### config.mk
export PLATFORM = sky130hd
export DESIGN_NAME = hamming_syndrome_locator
export DESIGN_NICKNAME = d
export VERILOG_FILES = /design/src/rtl/hamming_syndrome_locator.sv
export SDC_FILE = /design/constraint.sdc
export NUM_CORES = 1
export LEC_CHECK = 0
export ABC_CLOCK_PERIOD_IN_PS = 8300
export CAP_MARGIN = 20
export CORE_UTILIZATION = 45
export CTS_BUF_LIST = sky130_fd_sc_hd__clkbuf_8
export DETAILED_ROUTE_END_ITERATION = 8
export PLACE_DENSITY = 0.66
export SYNTH_ARGS = -nofsm -noshare
export SYNTH_HDL_FRONTEND = slang
export SYNTH_SLANG_ARGS = --single-unit
export TNS_END_PERCENT = 5
### constraint.sdc
create_clock -name clk -period 8.3 [get_ports clk]
set_input_delay 1.245 -clock clk [delete_from_list [all_inputs] [get_ports clk]]
set_output_delay 1.245 -clock clk [all_outputs]
set_load 0.01 [all_outputs]
### src/rtl/hamming_syndrome_locator.sv
module hamming_syndrome_locator #(
  parameter int NUM_SECT = 4
) (
  input  logic                              clk,
  input  logic                              rst_n,
  input  logic [23:0]                       calc_code,
  input  logic                              shift_en,
  input  logic [7:0]                        shift_byte,
  input  logic                              load_stb,
  input  logic [$clog2(NUM_SECT*2)-1:0]     rd_addr,
  output logic [7:0]                        rd_byte,
  output logic                              err_pending,
  output logic [11:0]                       dbg_loc
);
  localparam int CODE_W = 24;
  localparam int PAIRS  = CODE_W / 2;
  localparam int PTR_W  = $clog2(NUM_SECT);

  logic [CODE_W-1:0] sh;
  logic [PTR_W-1:0]  ptr;
  logic [PAIRS-1:0]  loc_q [NUM_SECT];
  logic [1:0]        st_q  [NUM_SECT];
  logic [1:0]        last_st;

  logic [CODE_W-1:0] syn;
  logic [PAIRS-1:0]  unp, new_loc;
  logic [1:0]        new_st;
  logic              compl;

  assign syn = sh ^ calc_code;

  always_comb begin
    compl = 1'b1;
    for (int k = 0; k < PAIRS; k++) begin
      unp[k] = syn[2*k+1];
      if (syn[2*k+1] == syn[2*k]) compl = 1'b0;
    end
    if (syn == '0)                 new_st = 2'b00;
    else if ($countones(syn) == 1) new_st = 2'b00;
    else if (compl)                new_st = 2'b01;
    else                           new_st = 2'b10;
    new_loc = (new_st == 2'b01) ? unp : '0;
  end

  always_ff @(posedge clk or negedge rst_n) begin
    if (!rst_n) begin
      sh      <= '0;
      ptr     <= '0;
      dbg_loc <= '0;
      last_st <= '0;
      for (int s = 0; s < NUM_SECT; s++) begin
        loc_q[s] <= '0;
        st_q[s]  <= '0;
      end
    end else begin
      if (shift_en) sh <= {sh[CODE_W-9:0], shift_byte};
      if (load_stb) begin
        loc_q[ptr] <= new_loc;
        st_q[ptr]  <= new_st;
        dbg_loc    <= new_loc;
        last_st    <= new_st;
        ptr        <= (ptr == PTR_W'(NUM_SECT-1)) ? '0 : ptr + 1'b1;
      end
    end
  end

  logic [PTR_W-1:0] sel;
  assign sel     = rd_addr[PTR_W:1];
  assign rd_byte = rd_addr[0] ? {2'b00, st_q[sel], loc_q[sel][11:8]} : loc_q[sel][7:0];

  always_comb begin
    err_pending = 1'b0;
    for (int s = 0; s < NUM_SECT; s++)
      if (st_q[s] != 2'b00) err_pending = 1'b1;
  end

  a_r1_shift_in: assert property (@(posedge clk) disable iff (!rst_n)
    shift_en |=> sh[7:0] == $past(shift_byte));
  a_r2_clean_record: assert property (@(posedge clk) disable iff (!rst_n)
    (load_stb && sh == calc_code) |=> (last_st == 2'b00 && dbg_loc == '0));
  a_r5_no_status11: assert property (@(posedge clk) disable iff (!rst_n)
    load_stb |=> last_st != 2'b11);
  a_r6_loc_zero: assert property (@(posedge clk) disable iff (!rst_n)
    (last_st != 2'b01) |-> dbg_loc == '0);
  a_r7_slot_step: assert property (@(posedge clk) disable iff (!rst_n)
    load_stb |=> ptr == (($past(ptr) == PTR_W'(NUM_SECT-1)) ? '0 : $past(ptr) + 1'b1));
  a_r8_pad_zero: assert property (@(posedge clk) disable iff (!rst_n)
    rd_addr[0] |-> (rd_byte[7:6] == 2'b00 && rd_byte[5:4] != 2'b11));
  a_r9_flag_idle: assert property (@(posedge clk) disable iff (!rst_n)
    (!$past(load_stb) && $past(err_pending)) |-> err_pending);
endmodule

# [Word-level counts from Yosys, hierarchy flattened]
# Index checks and enable logic that the tools add are counted.
[totals] register_bits=94 input_bits=39 output_inout_bits=21 wordCells=96
[op_classes] addsub=24 n_lt_le_gt_ge=3 n_eq_ne=15 n_mux=34 bitwise=3 n_reduce_logical=6
[ops] cell="$bwmux W48" n=1
[ops] cell="$mux W12" n=4
[ops] cell="$add A1 B1 Y2" n=12
[ops] cell="$bmux W12 S2" n=1
[ops] cell="$demux W12 S2" n=1
[ops] cell="$logic_not A24 Y1" n=1
[ops] cell="$xor A24 B24 Y24" n=1
[ops] cell="$add A2 B2 Y3" n=6
[ops] cell="$mux W1" n=16
[ops] cell="$mux W2" n=7
[ops] cell="$add A3 B3 Y4" n=3
[ops] cell="$eq A1 B1 Y1" n=12
[ops] cell="$bwmux W8" n=1
[ops] cell="$mux W8" n=1
[ops] cell="$reduce_bool A2 Y1" n=4
[ops] cell="$add A5 B4 Y6" n=1
[ops] cell="$eq A6 B1 Y1 const B" n=1
[ops] cell="$ge A3 B3 Y1 const B" n=2
[ops] cell="$not A2 Y3" n=2
[ops] cell="$add A4 B4 Y5" n=1
[ops] cell="$bmux W2 S2" n=1
[ops] cell="$demux W2 S2" n=1
[ops] cell="$lt A3 B1 Y1 const B" n=1
[ops] cell="$add A2 B1 Y2 const B" n=1
[ops] cell="other kinds (3)" n=3

# [Depth between registers and ports, before layout]
# Gate-level depths: netlist of run 1.
[depth] word_depth=20 ltp_mapped=18 mapped_depth_nobuf=16

# [Least setup slack after synthesis of run 1]
# No wires, ideal clock.
[synth_timing] path_type="input port to flip-flop" startpoint="in calc_code[5]" endpoint="reg dbg_loc[10]" setup_ns=0.134 arrival_ns=5.752 t_required_ns=8.166 setup_slack_ns=2.414 path_stages=17 n_path_buf=2 path_cell_list="xnor2_1 -> inv_1 -> fa_1 -> inv_1 -> fa_1 -> fa_1 -> fa_1 -> inv_1 -> fa_1 -> ha_1 -> fa_1 -> nand2b_1 -> nor4_1 -> a211o_1 -> buf_6 -> buf_2 -> o22ai_1"
[synth_via] elab_chain_cells=17 word_cells_on_any_way=24 classes_between="5 x add/sub; 3 x eq/ne; 14 x mux; 1 x bitwise; 1 x reduce/logical"
[synth_rtl] item="start, declared" line="6" text="input logic [23:0] calc_code,"
[synth_rtl] item="$xor A24 B24 Y24 *" line="30" text="assign syn = sh ^ calc_code;"
[synth_rtl] item="branches (longest 13 deep; another with $add A5 B4 Y6)"
[synth_rtl] item="$mux W2 *" line="38" text="if (syn == '0) new_st = 2'b00;"
[synth_rtl] item="$eq A2 B1 Y1 *" line="42" text="new_loc = (new_st == 2'b01) ? unp : '0;"
[synth_rtl] item="$mux W12 *" line="42"
[synth_rtl] item="end signal, assigned" line="60" text="dbg_loc <= new_loc;"
[synth_rtl] item="end, declared" line="13" text="output logic [11:0] dbg_loc"
# Every way passes the cells marked *.
# A chain may end at the register's enable or synchronous reset.

# [Worst setup path in the final report of run 1]
[layout_timing] startpoint="in calc_code[21]" endpoint="reg dbg_loc[10]"
[layout_via] elab_chain_cells=10 word_cells_on_any_way=15 classes_between="4 x add/sub; 3 x eq/ne; 6 x mux; 1 x bitwise; 1 x reduce/logical"
[layout_rtl] item="$xor A24 B24 Y24 *" line="30"
[layout_rtl] item="$add A1 B1 Y2 (implied by the code)" line="39" text="else if ($countones(syn) == 1) new_st = 2'b00;"
[layout_rtl] item="$add A2 B2 Y3 (implied by the code)" line="39"
[layout_rtl] item="$add A3 B3 Y4 (implied by the code)" line="39"
[layout_rtl] item="$add A5 B4 Y6 (implied by the code)" line="39"
[layout_rtl] item="$eq A6 B1 Y1" line="39"
[layout_rtl] item="$mux W2" line="39"
[layout_rtl] item="$mux W2" line="38"
[layout_rtl] item="$eq A2 B1 Y1" line="42"
[layout_rtl] item="$mux W12 *" line="42"
# Mark *: on every way between the ends. The rest lies on a longest branch, timed or not.

==> results of run 1 <==
==> final cells by class <==
class | instances | area (µm²) | share of cell area
clock inverter | 6 | 37.5 | 0.00628
sequential | 94 | 2350 | 0.393
multi-input combinational | 270 | 2440 | 0.408
tap | 140 | 175 | 0.0293
clock buffer | 10 | 138 | 0.0230
timing repair buffer | 67 | 681 | 0.114
inverter | 42 | 158 | 0.0264
==> layout by cell type (no fill, tap or decap), types with 2 or more instances in the layout <==
cell and count:
o22ai_1 13, xor2_1 9, nand2_1 63, mux4_2 11, nor4_1 3, o21ai_0 6
nand2b_1 9, mux2_2 34, dfrtp_1 94, clkdlybuf4s50_1 58, buf_4 7, xnor2_1 15
ha_1 23, clkbuf_8 10, o31ai_1 48, nor2b_1 2, inv_1 44, nand4_1 3
and4_1 3, fa_1 17, mux4_1 3
==> worst max-delay path: cells and delay by family <==
family / cells / cell delay, ns
xor+xnor: 1 / 0.68
buf+inv: 5 / 0.86
simple gates: 2 / 0.46
fa+ha+maj: 7 / 3.04
compound gates: 2 / 0.38
==> metrics by stage <==
step                       util  setup WS (ns)  hold WS [ns]  instance area (µm²)
after floorplan               -           2.41         0.440                 5100
after global placement    0.528           1.55         0.453                 5780
after detailed placement  0.528           1.46         0.459                 5780
after CTS                 0.544           1.84         0.480                 5950
after global routing      0.547           1.55         0.511                 5980
final                     0.547           1.83         0.480                 5980
==> registers in the layout, summed over array words and instances (netlist names) <==
name	count
dbg_loc	12
st_q	8
ptr	2
loc_q	48
sh	24
==> cell families after synthesis <==
group                    synth area share
AO/OA/AOI/OAI                      0.0956
AND/OR/NAND/NOR                    0.0789
XOR/XNOR                           0.0412
multiplexers                        0.139
adder cells (fa/ha/maj)             0.123
flip-flops                          0.461
buffers and inverters              0.0613
==> metal layers <==
layer  track usage  up-vias  wire length (µm)
li1              -     1604                 -
met1         0.275     1687              4890
met2         0.337       74              5230
met3        0.0319       10               465
met4        0.0753        0               159
met5             0        -                 0
==> final timing paths <==
path	end	slack (ns)
worst max-delay path	dbg_loc[10]	1.83
worst min-delay path	loc_q[34]	0.48
worst max register to register	dbg_loc[10]	2.73
worst min register to register	loc_q[34]	0.48
max in group asynchronous	sh[12]	6.73
min in group asynchronous	loc_q[46]	0.70
==> power by group through the flow <==
stage	sequential (mW)	clock, mW	combinational (mW)
after floorplan	0.509	0	0.650
after global placement	0.513	0	0.841
after detailed placement	0.515	0	0.888
after CTS	0.506	0.288	0.895
after global routing	0.509	0.305	1.04
final	0.505	0.279	0.883
==> impl_metrics.csv, run 1 <==
group,metric,value,unit
worst_setup_path,critPathMostFrequentCell,"fa_1",
worst_setup_path,cpPeakStageDelay,0.68,ns
global_routing,grt_pass1_wl,18.1,mm
detailed_routing,ant_nets,0,
timing,setup_tns,0,ns
timing,finalCritPeriodShare,0.779,
power_and_ir_drop,combPwrFrac,0.530,
synth,ys_async_sr_fraction,1.00,
synth,yosysWarnings,0,
synth,synthCells,432,
clock_network,cts_sinks,94,
synth,yosysTopAreaCellShare,0.461,
global_routing,antenna_found_initial,0,
power_and_ir_drop,p_leak,2.59,nW
timing,setup_viol,0,
run,timing.max_cap.violations,0,
worst_setup_path,r2r_start,"sh[5]",
detailed_routing,first_pass_iters,5,
timing,tightest_slew,1.08,ns
clock_network,h-tree-depth,3,
worst_setup_path,critical_path_class,"input pin to flop",
synth,ys_seq_area_frac,0.461,
synth,synth_cell_types,31,
power_and_ir_drop,total_power,1.67,mW
worst_setup_path,crit_chain,"clkdlybuf4s50_1, xnor2_1, fa_1, fa_1, inv_1, fa_1, inv_1, fa_1, inv_1, fa_1, ha_1, fa_1, nand2b_1, nor4_1, a211o_2, buf_12, o22ai_1",
worst_setup_path,cp.arrival,6.68,ns
clock_network,cts_tree,"built",
power_and_ir_drop,intPower,0.982,mW
power_and_ir_drop,pwr-share-seq,0.303,
timing,hold_viol,0,
global_routing,grt_start_max_net_pins,83,
min_path,worst_hold_startpoint,"loc_q[34]",
detailed_routing,vias,3375,
global_routing,gr-total-overflow,0,
timing,slew_viol_final,0,
clock_network,hold_buffers,0,
global_routing,grt_usage,0.205,
finish,syn_to_final_growth,17.2,%
die,die-area,0.0118,mm²
synth,synth_edf_count,0,
outcome,status,"complete, no violations",
min_path,min_path_cells,2,
synth,ys_ff_latch,94,
worst_setup_path,cp_max_fo,64,
synth,synthFlopType,"dfrtp_1",
placed_design,place_inst,612,
clock_network,cts.clk_slew.worst_paths,0.09,ns
timing,max_freq,155,MHz
worst_setup_path,crit_path_end_kind,"flop",
synth,synthTopCellsByArea,"dfrtp_1, mux2_2, o31ai_1",
die,rows,38,
worst_setup_path,r2r_cells,16,
power_and_ir_drop,clockPowerShare,0.167,
finish,layout.nets,563,
placed_design,place_congestion,0.804,
timing,rsz0062_at_grt,"false",
power_and_ir_drop,peakVddDrop,0.312,mV
detailed_routing,drtIter0Drc,161,
die,die_width,108,µm
synth,synth_area_leader_cell,"dfrtp_1",
power_and_ir_drop,swShare,0.411,
timing,slew_headroom,0.274,
die,die_y,108,µm
timing,finClkSkew,0.0131,ns
clock_network,insertion_delay,0.37,ns
synth,synth.avg_cell_area,11.8,µm²
clock_network,numCtsBuffers,9,
power_and_ir_drop,p_switching,0.685,mW
finish,antenna_cells,0,
timing,min_period,6.47,ns
detailed_routing,wire_per_inst,17.1,µm
synth,syn_nets,511,
finish,fill_cells,966,
clock_network,cts_buffer_depth,2,
placed_design,hpwl,7.49,mm
placed_design,numPortBuffers,59,
worst_setup_path,critPathLaunchType,"input pin",
die,coreArea,0.0109,mm²
min_path,min-delay-path-class,"flop to flop",
die,io_pins,60,
finish,layout.cells.non_filler,629,
clock_network,post_cts_buffers,0,
synth,synthTopCellsByCount,"dfrtp_1, nand2_1, o31ai_1, inv_1, mux2_2",
worst_setup_path,cp.required,8.51,ns
worst_setup_path,crit_start,"calc_code[21]",
die,initial_core_util,0.467,
power_and_ir_drop,p_per_area,279,mW/mm²
global_routing,grt_pass1_vias,3604,
finish,drive_gt1_frac,0.141,
clock_network,ctsResizeCount,0,
synth,synth.most_common_cell,"dfrtp_1",
detailed_routing,via_per_inst,5.37,
worst_setup_path,crit_slowest_cell,"xnor2_1",
detailed_routing,drc,0,
detailed_routing,wirelength,10.7,mm
clock_network,cts-root-buf,"clkbuf_8",
synth,syn-cell-area,0.00510,mm²
No activity file was read; power rests on OpenSTA's default activity.
==> run 2: changes to the inputs <==
--- a/config.mk
+++ b/config.mk
@@ -5,12 +5,12 @@
 export SDC_FILE = /design/constraint.sdc
 export NUM_CORES = 1
 export LEC_CHECK = 0
-export ABC_CLOCK_PERIOD_IN_PS = 8300
+export ABC_CLOCK_PERIOD_IN_PS = 5600
 export CAP_MARGIN = 20
 export CORE_UTILIZATION = 45
 export CTS_BUF_LIST = sky130_fd_sc_hd__clkbuf_8
 export DETAILED_ROUTE_END_ITERATION = 8
-export PLACE_DENSITY = 0.66
+export PLACE_DENSITY = 0.69
 export SYNTH_ARGS = -nofsm -noshare
 export SYNTH_HDL_FRONTEND = slang
 export SYNTH_SLANG_ARGS = --single-unit
==> constraint.sdc (replaced) <==
create_clock -name clk -period 5.6 [get_ports clk]
set_input_delay 0.84 -clock clk [delete_from_list [all_inputs] [get_ports clk]]
set_output_delay 0.84 -clock clk [all_outputs]
set_load 0.01 [all_outputs]
==> run 2 against run 1 <==
  * Clock skew up 0.0043 ns
  * Largest power group unchanged
  * Clock-buffer cell count unchanged
  * Global-route usage down 0.14 points
  * Final cell count increased by 4.0%
  * Hold slack worse by 0.12 ns
  * Design area grew 8.3%
  * Register-to-register slack got worse by 2.2 ns
  * Clock power grew 48%
  * Utilization increased by 4.6 points
  * Combinational power rose by 120%
==> impl_metrics.csv, run 2 (synthesized netlist as in run 1, its figures left out) <==
group,metric,value,unit
run,timing.max_cap.violations,0,
timing,slew_headroom,0.232,
global_routing,grt_pass1_wl,18.2,mm
global_routing,antenna_found_initial,0,
power_and_ir_drop,p_per_area,478,mW/mm²
power_and_ir_drop,swShare,0.410,
detailed_routing,ant_nets,0,
timing,rsz0062_at_grt,"true",
power_and_ir_drop,pwr-share-seq,0.242,
clock_network,cts_buffer_depth,2,
clock_network,cts.clk_slew.worst_paths,0.09,ns
detailed_routing,vias,3572,
clock_network,cts_tree,"built",
global_routing,use_met3,0.0362,
detailed_routing,wire_per_inst,18.1,µm
timing,setup_ws,0.0743,ns
die,die-area,0.0118,mm²
detailed_routing,first_pass_iters,4,
placed_design,placed_cell_area,0.00593,mm²
clock_network,h-tree-depth,3,
global_routing,met1_usage,0.276,
worst_setup_path,r2r_start,"sh[5]",
worst_setup_path,r2r-end,"loc_q[18]",
placed_design,place_congestion,0.898,
power_and_ir_drop,p_leak,2.85,nW
die,coreArea,0.0109,mm²
finish,syn_to_final_growth,27.0,%
global_routing,gr-total-overflow,0,
die,io_pins,60,
timing,fin_hold_ws,0.365,ns
min_path,min-delay-path-class,"input pin to async pin",
finish,design_area,0.00648,mm²
placed_design,hpwl,7.92,mm
finish,final_util,0.593,
clock_network,hold_buffers,0,
worst_setup_path,reg2reg_slack,0.56,ns
placed_design,numPortBuffers,59,
finish,layout.cells.non_filler,654,
worst_setup_path,critical_path_class,"input pin to flop",
detailed_routing,drtIter0Drc,181,
die,initial_core_util,0.467,
timing,slew_viol_final,0,
timing,finalCritPeriodShare,0.987,
placed_design,place_ws,-0.362,ns
detailed_routing,drc,0,
clock_network,cts-root-buf,"clkbuf_8",
global_routing,grt_pass1_vias,3684,
clock_network,cts_sinks,94,
detailed_routing,wirelength,11.8,mm
finish,largest_reg_flops,48,
power_and_ir_drop,total_power,3.10,mW
timing,setup_viol,0,
worst_setup_path,critPathLaunchType,"input pin",
power_and_ir_drop,combPwrFrac,0.624,
die,die_width,108,µm
global_routing,grt_start_max_net_pins,70,
timing,setup_tns,0,ns
finish,drive_gt1_frac,0.263,
clock_network,numCtsBuffers,9,
detailed_routing,via_per_inst,5.46,
worst_setup_path,crit_start,"calc_code[19]",
finish,final_cell_mix,"dfrtp_1, nand2_1, clkdlybuf4s50_1, inv_1, mux2_2",
timing,tightest_slew,1.15,ns
finish,seq_area,0.00235,mm²
global_routing,grt_usage,0.204,
power_and_ir_drop,clockPowerShare,0.134,
global_routing,grtUsageMet2,0.338,
die,rows,38,
worst_setup_path,cp_max_fo,6,
global_routing,grt_busiest_layer,"met2",
worst_setup_path,cp.arrival,5.77,ns
finish,layout.nets,589,
power_and_ir_drop,intPower,1.83,mW
outcome,status,"complete, no violations",
clock_network,insertion_delay,0.37,ns
finish,regMostFlops,"loc_q",
finish,multi_input_comb_area,0.00269,mm²
timing,max_freq,181,MHz
timing,finClkSkew,0.0175,ns
worst_setup_path,crit_path_end_kind,"flop",
finish,antenna_cells,0,
die,die_y,108,µm
worst_setup_path,r2r_cells,16,
finish,layout_commonest_cell,"dfrtp_1",
placed_design,place_inst,632,
power_and_ir_drop,peakVddDrop,0.506,mV
timing,hold_viol,0,
worst_setup_path,cp.required,5.85,ns
power_and_ir_drop,p_switching,1.27,mW
finish,fill_cells,911,
finish,largestRegisters,"loc_q (48), sh (24), dbg_loc (12)",
timing,min_period,5.53,ns
## run 2: cell count changes in the layout (fill, tap and decap cells not counted), sizes merged
cell / previous run / this run
dlymetal6s2s: 0 / 3
buf: 9 / 31
clkdlybuf4s50: 58 / 55
clkbuf: 10 / 13
a211o: 1 / 2
inv: 45 / 44
clkinv: 2 / 3
clkinvlp: 1 / 0
## run 2: power by group through the flow
stage               clock [mW]  combinational, mW  sequential [mW]
global route             0.450               2.19            0.756
floorplan                    0              0.963            0.754
finish                   0.414               1.93            0.751
detailed placement           0               1.53            0.763
CTS                      0.421               1.53            0.749
global placement             0               1.46            0.760
## run 2: final cells by class
cell class / count / area share
Clock buffer: 10 / 0.0212
Tap cell: 140 / 0.0270
Sequential cell: 94 / 0.363
Inverter: 42 / 0.0243
Timing Repair Buffer: 92 / 0.144
Clock inverter: 5 / 0.00541
Multi-Input combinational cell: 271 / 0.415
## run 2: worst max-delay path, stage by stage
cell             delay [ns]
clkdlybuf4s50_1        0.43
xnor2_1                0.29
fa_1                   0.48
fa_1                   0.49
inv_1                  0.06
fa_1                   0.48
inv_1                  0.05
fa_1                   0.47
inv_1                  0.05
fa_1                   0.44
ha_2                   0.20
fa_2                   0.51
nand2b_4               0.13
nor4_4                 0.05
a211o_4                0.39
clkbuf_16              0.18
o31ai_1                0.24
## run 2: what timing repair did
action                                  CTS  global route
endpoints found under the setup margin    0            68
buffers inserted                          0             1
resized for setup                         0            51
## run 2: layer usage
layer / vias up / part of all wire
li1: 1655 / -
met1: 1820 / 0.43
met2: 87 / 0.52
met3: 10 / 0.041
met4: 0 / 0.011
met5: - / 0
## run 2: how the worst max path moves through the flow
stage                        endpoint  slack (ns)  cells after the start
final                       loc_q[18]        0.07                     17
after detailed placement  dbg_loc[11]       -0.36                     17
after CTS                 dbg_loc[11]        0.03                     17
after global placement        st_q[2]       -0.24                     17
after global routing        loc_q[43]       -0.05                     16
after floorplan           dbg_loc[10]        0.12                     17
==> run 3: changes to the inputs <==
--- a/config.mk
+++ b/config.mk
@@ -5,6 +5,7 @@
 export SDC_FILE = /design/constraint.sdc
 export NUM_CORES = 1
 export LEC_CHECK = 0
+export ABC_AREA = 1
 export ABC_CLOCK_PERIOD_IN_PS = 5600
 export CAP_MARGIN = 20
 export CORE_UTILIZATION = 45
==> constraint.sdc (replaced) <==
create_clock -name clk -period 5.6 [get_ports clk]
set_input_delay 0.84 -clock clk [delete_from_list [all_inputs] [get_ports clk]]
set_output_delay 0.84 -clock clk [all_outputs]
set_load 0.005 [all_outputs]
==> run 3 against run 2 <==
  * Via count grew 25%
  * Sequential share of layout area shrank 0.15 points
  * Design area grew 0.41%
  * Clock skew shrank 0.0061 ns
  * Global-route usage grew 2.8 points
==> impl_metrics.csv, run 3 <==
group,metric,value,unit
detailed_routing,vias,4480,
outcome,status,"complete, no violations",
finish,layout.nets,782,
finish,drive_gt1_frac,0.101,
detailed_routing,first_pass_iters,5,
worst_setup_path,reg2reg_slack,0.64,ns
synth,yosysTopAreaCellShare,0.444,
synth,synth.avg_cell_area,8.44,µm²
worst_setup_path,cp.required,5.90,ns
clock_network,h-tree-depth,3,
synth,synthTopCellsByArea,"dfrtp_1, nand2_1, fa_1",
timing,hold_viol,0,
synth,synthFlopType,"dfrtp_1",
power_and_ir_drop,intPower,1.57,mW
finish,final_cell_mix,"nand2_1, dfrtp_1, nand3_1, inv_1, clkdlybuf4s50_1",
worst_setup_path,critical_path_class,"input pin to flop",
timing,max_freq,183,MHz
placed_design,place_ws,-0.245,ns
finish,fill_cells,1064,
timing,finClkSkew,0.0114,ns
min_path,min-delay-path-class,"input pin to async pin",
power_and_ir_drop,p_per_area,407,mW/mm²
worst_setup_path,cp.arrival,5.75,ns
worst_setup_path,crit_path_end_kind,"flop",
detailed_routing,ant_nets,0,
detailed_routing,drtIter0Drc,400,
clock_network,cts_sinks,94,
die,die_y,111,µm
power_and_ir_drop,clockPowerShare,0.187,
synth,ys_async_sr_fraction,1.00,
synth,synth.most_common_cell,"nand2_1",
placed_design,hpwl,9.60,mm
worst_setup_path,r2r_start,"sh[11]",
finish,largestRegisters,"loc_q (48), sh (24), dbg_loc (12)",
detailed_routing,wirelength,13.8,mm
worst_setup_path,crit_path_end,"st_q[4]",
clock_network,insertion_delay,0.38,ns
power_and_ir_drop,pwr-share-seq,0.286,
power_and_ir_drop,total_power,2.65,mW
die,coreArea,0.0115,mm²
synth,syn-cell-area,0.00530,mm²
worst_setup_path,r2r-end,"st_q[4]",
finish,largest_reg_flops,48,
synth,synthCells,628,
clock_network,cts.clk_slew.worst_paths,0.09,ns
finish,syn_to_final_growth,22.8,%
synth,synthTopCellsByCount,"nand2_1, dfrtp_1, nand3_1, inv_1, nor2_1",
timing,min_period,5.46,ns
detailed_routing,via_per_inst,5.28,
timing,slew_viol_final,0,
die,rows,39,
synth,synth_edf_count,0,
global_routing,grt_pass1_vias,4482,
synth,ys_ff_latch,94,
timing,setup_ws,0.144,ns
worst_setup_path,crit_start,"calc_code[9]",
global_routing,grt_pass1_wl,22.3,mm
clock_network,numCtsBuffers,9,
clock_network,cts_buffer_depth,2,
placed_design,numPortBuffers,59,
synth,syn_nets,707,
synth,synth_area_leader_cell,"dfrtp_1",
finish,layout_commonest_cell,"nand2_1",
finish,final_util,0.567,
global_routing,antenna_found_initial,0,
die,die-area,0.0122,mm²
finish,antenna_cells,0,
timing,setup_tns,0,ns
timing,tightest_slew,0.770,ns
global_routing,gr-total-overflow,0,
global_routing,grt_start_max_net_pins,61,
detailed_routing,wire_per_inst,16.3,µm
global_routing,grt_usage,0.232,
power_and_ir_drop,peakVddDrop,0.309,mV
worst_setup_path,critPathLaunchType,"input pin",
synth,yosysWarnings,0,
die,initial_core_util,0.462,
clock_network,cts-root-buf,"clkbuf_8",
clock_network,cts_tree,"built",
timing,slew_headroom,0.486,
power_and_ir_drop,p_leak,3.37,nW
die,io_pins,60,
worst_setup_path,cp_max_fo,10,
placed_design,place_congestion,0.927,
timing,finalCritPeriodShare,0.974,
run,timing.max_cap.violations,0,
die,die_width,111,µm
power_and_ir_drop,swShare,0.408,
clock_network,hold_buffers,0,
synth,ys_seq_area_frac,0.444,
power_and_ir_drop,combPwrFrac,0.527,
detailed_routing,drc,0,
timing,setup_viol,0,
finish,regMostFlops,"loc_q",
worst_setup_path,r2r_cells,21,
synth,synth_cell_types,29,
power_and_ir_drop,p_switching,1.08,mW
## run 3: cell types whose count changed in the layout (fill, tap and decap cells not counted), moves of 26 or more
cell,before,now
o31ai_2,28,0
mux2_2,34,8
o21ai_0,6,33
nor2_1,1,47
nand2_1,63,188
nand3_1,1,64
## run 3: worst min-delay path by stage
stage,from,end,slack [ns],cells after the start
6_report,rst_n,loc_q[23],0.41,1
5_1_grt,rst_n,loc_q[23],0.43,1
4_1_cts,rst_n,loc_q[12],0.41,1
3_5_place_dp,loc_q[31],loc_q[31],0.46,2
3_3_place_gp,loc_q[21],loc_q[21],0.46,2
2_1_floorplan,loc_q[13],loc_q[13],0.44,2
## run 3: repair_timing
action | in CTS | in global routing
setup buffers | 0 | 1
endpoints found under the hold margin | 0 | 0
resized for setup | 0 | 14
setup endpoints to repair | 0 | 44
## run 3: kinds of logic after synthesis
logic type / count (synthesis) / share of synthesized area
simple gates: 309 / 0.245
mux: 8 / 0.0170
buf+inv: 89 / 0.0723
xor+xnor: 24 / 0.0397
compound gates: 64 / 0.0635
flops: 94 / 0.444
fa+ha+maj: 40 / 0.119
## run 3: final cells by class
class,count,area (µm²),share of cell area
Inverter,61,229,0.0352
Clock inverter,4,72.6,0.0112
Timing Repair Buffer,92,928,0.143
Clock buffer,10,138,0.0212
Sequential cell,94,2350,0.362
Tap cell,143,179,0.0275
Multi-Input combinational cell,445,2610,0.401
## run 3: metrics by stage
step / hold slack (ns) / std cells / instance area (µm²)
2_1_floorplan: 0.444 / 628 / 5300
3_3_place_gp: 0.457 / 830 / 6150
3_5_place_dp: 0.460 / 830 / 6150
4_1_cts: 0.410 / 844 / 6360
5_1_grt: 0.428 / 849 / 6510
6_report: 0.406 / 849 / 6510
## run 3: power groups by stage
stage	logic (mW)	clock network, mW	registers [mW]
6_report	1.40	0.496	0.758
5_1_grt	1.59	0.531	0.765
4_1_cts	1.39	0.505	0.756
3_5_place_dp	1.39	0	0.769
3_3_place_gp	1.32	0	0.767
2_1_floorplan	0.968	0	0.761
## run 3: metal layers
| metal | GRT usage | vias to the layer above | part of all wire |
|---|---|---|---|
| met5 | 0 | - | 0 |
| met1 | 0.304 | 2121 | 0.42 |
| li1 | - | 2132 | - |
| met4 | 0.0836 | 0 | 0.021 |
| met2 | 0.374 | 203 | 0.48 |
| met3 | 0.0565 | 24 | 0.079 |
## run 3: critical path: stages
cell	delay [ns]
clkdlybuf4s50_1	0.50
xor2_1	0.29
fa_1	0.46
inv_1	0.11
fa_1	0.45
fa_1	0.50
fa_1	0.53
inv_1	0.05
fa_1	0.44
ha_2	0.20
fa_1	0.47
inv_1	0.04
nand3_1	0.05
nor2_1	0.05
nand2_1	0.09
nand2_4	0.09
nor2_8	0.26
clkbuf_16	0.21
nand2_1	0.05
o21ai_0	0.08
